[src/rtl/burst_lclk_pkg.sv]
package burst_lclk_pkg;
    typedef enum logic [1:0] {
        SEQ_IDLE   = 2'd0,
        SEQ_SETTLE = 2'd1,
        SEQ_FIRE   = 2'd2
    } seq_e;

    typedef struct packed {
        logic x;
        logic y;
        logic z;
    } resp_t;
endpackage

[src/rtl/burst_lclk_logic.sv]
// Next-state and response logic of the two-state burst machine.
module burst_lclk_logic
    import burst_lclk_pkg::*;
(
    input  logic [2:0] abc_i,   // [2]=a [1]=b [0]=c
    input  logic       s_i,
    output resp_t      resp_o,
    output logic       s_nxt_o
);
    logic all_hi, any_hi, ab_hi;

    always_comb begin
        all_hi = &abc_i;
        any_hi = |abc_i;
        ab_hi  = abc_i[2] & abc_i[1];
        if (!s_i) begin
            resp_o.x = all_hi;
            resp_o.y = all_hi;
            resp_o.z = ab_hi;
            s_nxt_o  = all_hi;
        end else begin
            resp_o.x = any_hi;
            resp_o.y = any_hi;
            resp_o.z = any_hi;
            s_nxt_o  = any_hi;
        end
    end
endmodule

[src/rtl/burst_lclk_stage.sv]
// Input capture, phase-1 register stage and protocol-error flag.
module burst_lclk_stage
    import burst_lclk_pkg::*;
(
    input  logic       clk,
    input  logic       rst_n,
    input  logic [2:0] abc_i,
    input  logic       accept_i,   // idle and no transition pending
    input  logic       p1_en_i,
    input  resp_t      resp_i,
    input  logic       s_nxt_i,
    output logic [2:0] abc_q_o,
    output resp_t      resp_q_o,
    output logic       s_nxt_q_o,
    output logic       err_o
);
    typedef struct packed {
        logic [2:0] abc;
        resp_t      resp;
        logic       s_nxt;
        logic       err;
    } stage_t;

    stage_t st_d, st_q;

    always_comb begin
        st_d = st_q;
        if (accept_i) begin
            st_d.abc = abc_i;
        end else if (abc_i != st_q.abc) begin
            st_d.err = 1'b1;
        end
        if (p1_en_i) begin
            st_d.resp  = resp_i;
            st_d.s_nxt = s_nxt_i;
        end
    end

    always_ff @(posedge clk) begin
        if (!rst_n) begin
            st_q <= '0;
        end else begin
            st_q <= st_d;
        end
    end

    assign abc_q_o   = st_q.abc;
    assign resp_q_o  = st_q.resp;
    assign s_nxt_q_o = st_q.s_nxt;
    assign err_o     = st_q.err;
endmodule

[src/rtl/burst_lclk_seq.sv]
// Local clock sequencer with settle counter and phase-2 state register.
module burst_lclk_seq
    import burst_lclk_pkg::*;
#(
    parameter int SETTLE_CYC = 3
) (
    input  logic clk,
    input  logic rst_n,
    input  logic chg_i,      // combinational next state differs from state
    input  logic s_nxt_q_i,  // next state held in phase-1
    output logic s_q_o,
    output logic idle_o,
    output logic p1_en_o,
    output logic p2_en_o,
    output logic lclk_o
);
    localparam int CNT_W = (SETTLE_CYC > 1) ? $clog2(SETTLE_CYC) : 1;
    localparam logic [CNT_W-1:0] CNT_LAST = CNT_W'(SETTLE_CYC - 1);

    typedef struct packed {
        seq_e             st;
        logic [CNT_W-1:0] cnt;
        logic             s;
    } seq_t;

    seq_t sq_d, sq_q;

    always_comb begin
        sq_d = sq_q;
        case (sq_q.st)
            SEQ_IDLE: begin
                if (chg_i) begin
                    sq_d.st  = SEQ_SETTLE;
                    sq_d.cnt = '0;
                end
            end
            SEQ_SETTLE: begin
                if (sq_q.cnt == CNT_LAST) begin
                    sq_d.st = SEQ_FIRE;
                end else begin
                    sq_d.cnt = sq_q.cnt + 1'b1;
                end
            end
            SEQ_FIRE: begin
                sq_d.s = s_nxt_q_i;
                if (sq_q.s == s_nxt_q_i) begin
                    sq_d.st = SEQ_IDLE;
                end
            end
            default: sq_d.st = SEQ_IDLE;
        endcase
    end

    always_ff @(posedge clk) begin
        if (!rst_n) begin
            sq_q <= '{st: SEQ_IDLE, cnt: '0, s: 1'b0};
        end else begin
            sq_q <= sq_d;
        end
    end

    assign s_q_o   = sq_q.s;
    assign idle_o  = (sq_q.st == SEQ_IDLE);
    assign lclk_o  = (sq_q.st == SEQ_FIRE);
    assign p2_en_o = (sq_q.st == SEQ_FIRE);
    assign p1_en_o = (sq_q.st != SEQ_FIRE);
endmodule

[src/rtl/burst_lclk_fsm.sv]
module burst_lclk_fsm
    import burst_lclk_pkg::*;
#(
    parameter int SETTLE_CYC = 3
) (
    input  logic clk,
    input  logic rst_n,
    input  logic a_i,
    input  logic b_i,
    input  logic c_i,
    output logic x_o,
    output logic y_o,
    output logic z_o,
    output logic lclk_o,
    output logic p1_en_o,
    output logic p2_en_o,
    output logic err_o
);
    logic [2:0] abc_q;
    resp_t      resp_c, resp_q;
    logic       s_nxt_c, s_nxt_q, s_q;
    logic       idle, chg, accept, p1_en;

    burst_lclk_logic u_logic (
        .abc_i   (abc_q),
        .s_i     (s_q),
        .resp_o  (resp_c),
        .s_nxt_o (s_nxt_c)
    );

    assign chg    = (s_nxt_c != s_q);
    assign accept = idle & ~chg;

    burst_lclk_stage u_stage (
        .clk       (clk),
        .rst_n     (rst_n),
        .abc_i     ({a_i, b_i, c_i}),
        .accept_i  (accept),
        .p1_en_i   (p1_en),
        .resp_i    (resp_c),
        .s_nxt_i   (s_nxt_c),
        .abc_q_o   (abc_q),
        .resp_q_o  (resp_q),
        .s_nxt_q_o (s_nxt_q),
        .err_o     (err_o)
    );

    burst_lclk_seq #(.SETTLE_CYC(SETTLE_CYC)) u_seq (
        .clk       (clk),
        .rst_n     (rst_n),
        .chg_i     (chg),
        .s_nxt_q_i (s_nxt_q),
        .s_q_o     (s_q),
        .idle_o    (idle),
        .p1_en_o   (p1_en),
        .p2_en_o   (p2_en_o),
        .lclk_o    (lclk_o)
    );

    assign p1_en_o = p1_en;
    assign x_o     = resp_q.x;
    assign y_o     = resp_q.y;
    assign z_o     = resp_q.z;
endmodule

[config.mk]
export PLATFORM = sky130hd
export DESIGN_NAME = burst_lclk_fsm
export DESIGN_NICKNAME = d
export VERILOG_FILES = /design/src/rtl/burst_lclk_pkg.sv /design/src/rtl/burst_lclk_logic.sv /design/src/rtl/burst_lclk_stage.sv /design/src/rtl/burst_lclk_seq.sv /design/src/rtl/burst_lclk_fsm.sv
export SDC_FILE = /design/constraint.sdc
export NUM_CORES = 1
export LEC_CHECK = 0
export BUFFER_PORTS_ARGS = -buffer_cell sky130_fd_sc_hd__buf_2
export CORE_AREA = 2 2 39 41
export DETAILED_ROUTE_END_ITERATION = 10
export DIE_AREA = 0 0 41 43
export PLACE_DENSITY = 0.72
export RECOVER_POWER = 50
export SETUP_SLACK_MARGIN = 0.05
export SYNTH_ARGS = -nofsm -noshare
export SYNTH_HDL_FRONTEND = slang
export SYNTH_SLANG_ARGS = --single-unit
[constraint.sdc]
create_clock -name clk -period 1.9 [get_ports clk]
set_clock_uncertainty 0.15 [all_clocks]
set_input_delay 0.095 -clock clk [delete_from_list [all_inputs] [get_ports clk]]
set_output_delay 0.095 -clock clk [all_outputs]
set_load 0.01 [all_outputs]
==> load_flow_metrics.sql <==
INSERT INTO impl_metrics (metric_group, metric, value, unit) VALUES
('synth', 'post_synth_main_area_contributors', 'dfxtp_1 36%, xor2_1 5.7%, a21oi_1 4.9%, o21ai_0 4.9%, nand2_1 4.3%', ''),
('grt', 'groute.layer.met2.usage', '20.6', '%'),
('sta', 'holdWs', '0.316', 'ns'),
('finish', 'syn2layout_area_growth', '15.4', '%'),
('grt', 'gr_util_met1', '20.6', '%'),
('grt', 'grt_busiest_layer', 'met2', ''),
('finish', 'drive_gt1_share', '14.0', '%'),
('grt', 'grt_start_max_net_pins', '11', ''),
('grt', 'groute.layer.met3.usage', '6.28', '%'),
('setup_path', 'timing.critical_path.from_type', 'flip-flop', ''),
('finish', 'layout.cells.most_common_list', '11 x dfxtp_1, 7 x nand2_1', ''),
('synth', 'yosysUniqueCellTypes', '30', ''),
('synth', 'synth_enable_flop_cells', '0', ''),
('floorplanning', 'die_w', '41', 'µm'),
('synth', 'synth_area_per_cell', '8.35', 'µm²'),
('finish', 'antenna-diode-count', '0', ''),
('clock_tree', 'worstSkewPairLatency', '0.27', 'ns'),
('sta', 'layout_min_cycle_time', '1.65', 'ns'),
('grt', 'antenna_violations_before_repair', '0', ''),
('drt', 'wire_per_inst', '11.4', 'µm'),
('hold_path', 'hp_class', 'reg2reg', ''),
('power_and_ir_drop', 'vdd.ir_drop.worst', '0.305', 'mV'),
('synth', 'synth_seq_cells', '11', ''),
('finish', 'finish.instance_area', '703', 'µm²'),
('grt', 'grt_first_pass_wirelength', '1.83', 'mm'),
('synth', 'syn_area', '609', 'µm²'),
('floorplanning', 'area_of_the_die', '1760', 'µm²'),
('finish', 'final_util', '50.8', '%'),
('clock_tree', 'post_cts.resized_instances', '0', ''),
('clock_tree', 'tritoncts_buffer_count', '3', ''),
('floorplanning', 'core_region_area', '1380', 'µm²'),
('grt', 'grt.total_usage', '16.0', '%'),
('synth', 'netlist_instances', '73', ''),
('drt', 'final_antenna_net_count', '0', ''),
('floorplanning', 'row_count', '14', ''),
('floorplanning', 'die_height', '43', 'µm'),
('sta', 'portion_of_the_clock_cycle_consumed_by_the_worst_path_in_the_final_layout', '86.7', '%'),
('drt', 'detail_route.iter0.violations', '13', ''),
('placement', 'gp_congestion', '0.673', ''),
('sta', 'hold_viol_final', '0', ''),
('drt', 'drt-vias-per-instance', '5.32', ''),
('power_and_ir_drop', 'power', '443', 'µW'),
('synth', 'yosys_warnings', '0', ''),
('flow_run', 'maxCapViolations', '0', ''),
('finish', 'final_nets', '93', ''),
('sta', 'setup_viol', '0', ''),
('sta', 'unrepaired_setup_endpoints_after_global_routing', 'false', ''),
('floorplanning', 'ios', '12', ''),
('drt', 'drc_violations_left', '0', ''),
('synth', 'synthDominantAreaCellType', 'dfxtp_1', ''),
('synth', 'netlist.area_leader.share', '36.1', '%'),
('clock_tree', 'cts_tree', 'yes', ''),
('placement', 'postPlaceCellArea', '643', 'µm²'),
('sta', 'tightestPinTransition', '0.307', 'ns'),
('power_and_ir_drop', 'p_leak', '0.000294', 'µW'),
('setup_path', 'end_kind', 'flip-flop', ''),
('clock_tree', 'cts_hold_buffers', '4', ''),
('drt', 'vias', '543', ''),
('clock_tree', 'cts.reportedPaths.clkPinSlew', '0.07', 'ns'),
('clock_tree', 'clock_tree.htree_level_count', '1', ''),
('placement', 'io_buffers', '11', ''),
('clock_tree', 'ctsRootBufferMaster', 'clkbuf_4', ''),
('drt', 'first_pass_iters', '4', ''),
('clock_tree', 'clock_sinks', '11', ''),
('sta', 'slew_viol_final', '0', ''),
('synth', 'yosysSeqAreaShare', '36.1', '%'),
('sta', 'slew-limit-headroom', '79.0', '%'),
('setup_path', 'critPathMaxFanout', '10', ''),
('setup_path', 'crit_type', 'reg2reg', ''),
('synth', 'yosys_most_used_dff', 'dfxtp_1', ''),
('clock_tree', 'post_cts_buffers', '0', ''),
('finish', 'mostFrequentLayoutCell', 'dfxtp_1', ''),
('grt', 'first_global_vias', '452', ''),
('placement', 'dp.final_hpwl', '833', 'µm'),
('synth', 'syn-num-nets', '79', ''),
('synth', 'synth-async-reset-ratio', '0', '%'),
('power_and_ir_drop', 'cellPowerDensity', '630', 'nW/µm²'),
('floorplanning', 'starting_density', '44.0', '%'),
('grt', 'grt_remaining_overflow', '0', ''),
('sta', 'setup_total_negative_slack', '0', 'ns'),
('setup_path', 'critPathArrivalTime', '1.69', 'ns'),
('drt', 'wirelength', '1.16', 'mm'),
('clock_tree', 'cts_max_path_buffers', '2', ''),
('sta', 'max_freq', '607', 'MHz'),
('outcome', 'outcome', 'complete, no violations', ''),
('setup_path', 'cp_required', '1.94', 'ns');
## critical path, stage by stage (launching register included)
cell and delay (ns):
dfxtp_1 0.46, or4b_1 0.57, and2_4 0.19, a211oi_2 0.20
## worst paths after layout
path	start	endpoint	slack, ns	cells past startpoint
setup / recovery	u_seq.s_q_o	u_seq.sq_q[3]	0.25	3
hold / removal	u_stage.resp_q_o[0]	u_stage.resp_q_o[0]	0.32	2
setup reg to reg	u_seq.s_q_o	u_seq.sq_q[3]	0.25	3
hold reg to reg	u_stage.resp_q_o[0]	u_stage.resp_q_o[0]	0.32	2
## cells in the mapped netlist, types with 2 or more instances
cell type / count
o21ai_0: 6
a31oi_1: 3
xor2_1: 4
nand4_1: 4
buf_4: 2
inv_1: 5
buf_2: 3
a21oi_1: 6
dfxtp_1: 11
nand2_1: 7
nor2_1: 3
## flip-flops by register name (all words and copies together) (netlist names)
register           flops
u_stage.abc_q_o        3
u_seq.s_q_o            1
u_stage.err_o          1
u_stage.s_nxt_q_o      1
u_seq.sq_q             4
u_stage.resp_q_o       1
## metrics by stage
| stage | setup WS (ns) | cells |
|---|---|---|
| 2_1_floorplan | 0.317 | 73 |
| 3_3_place_gp | 0.307 | 94 |
| 3_5_place_dp | 0.253 | 94 |
| 4_1_cts | 0.247 | 102 |
| 5_1_grt | 0.131 | 102 |
| 6_report | 0.253 | 102 |
## cell type report
cell class                 count  area (µm²)
fill                         136         681
sequential                    11         220
multi-input combinational     51         329
inverter                       5        18.8
clock buffer                   4        26.3
tap                           16        20.0
timing repair buffer          15        88.8
## power by group
group          switching [µW]  internal, µW
clock network            79.2          81.3
logic                    16.8          19.6
registers                9.81           237
total                     106           337
## kinds of logic after synthesis
kind of cell / synth area share, %
and+or+nand+nor: 23.0
AOI/OAI and AO/OA: 23.2
buffers and inverters: 9.86
DFF: 36.1
xor gates and xnor gates: 5.75
adders and majority gates: 2.05
## metal layers
layer / up-vias / part of all wire [%] / wire length (µm)
li1: 290 / - / -
met1: 229 / 47 / 551
met2: 22 / 44 / 512
met3: 2 / 6.9 / 80
met4: 0 / 1.5 / 18
met5: - / 0 / 0
Power figures use the tool's default switching activity.
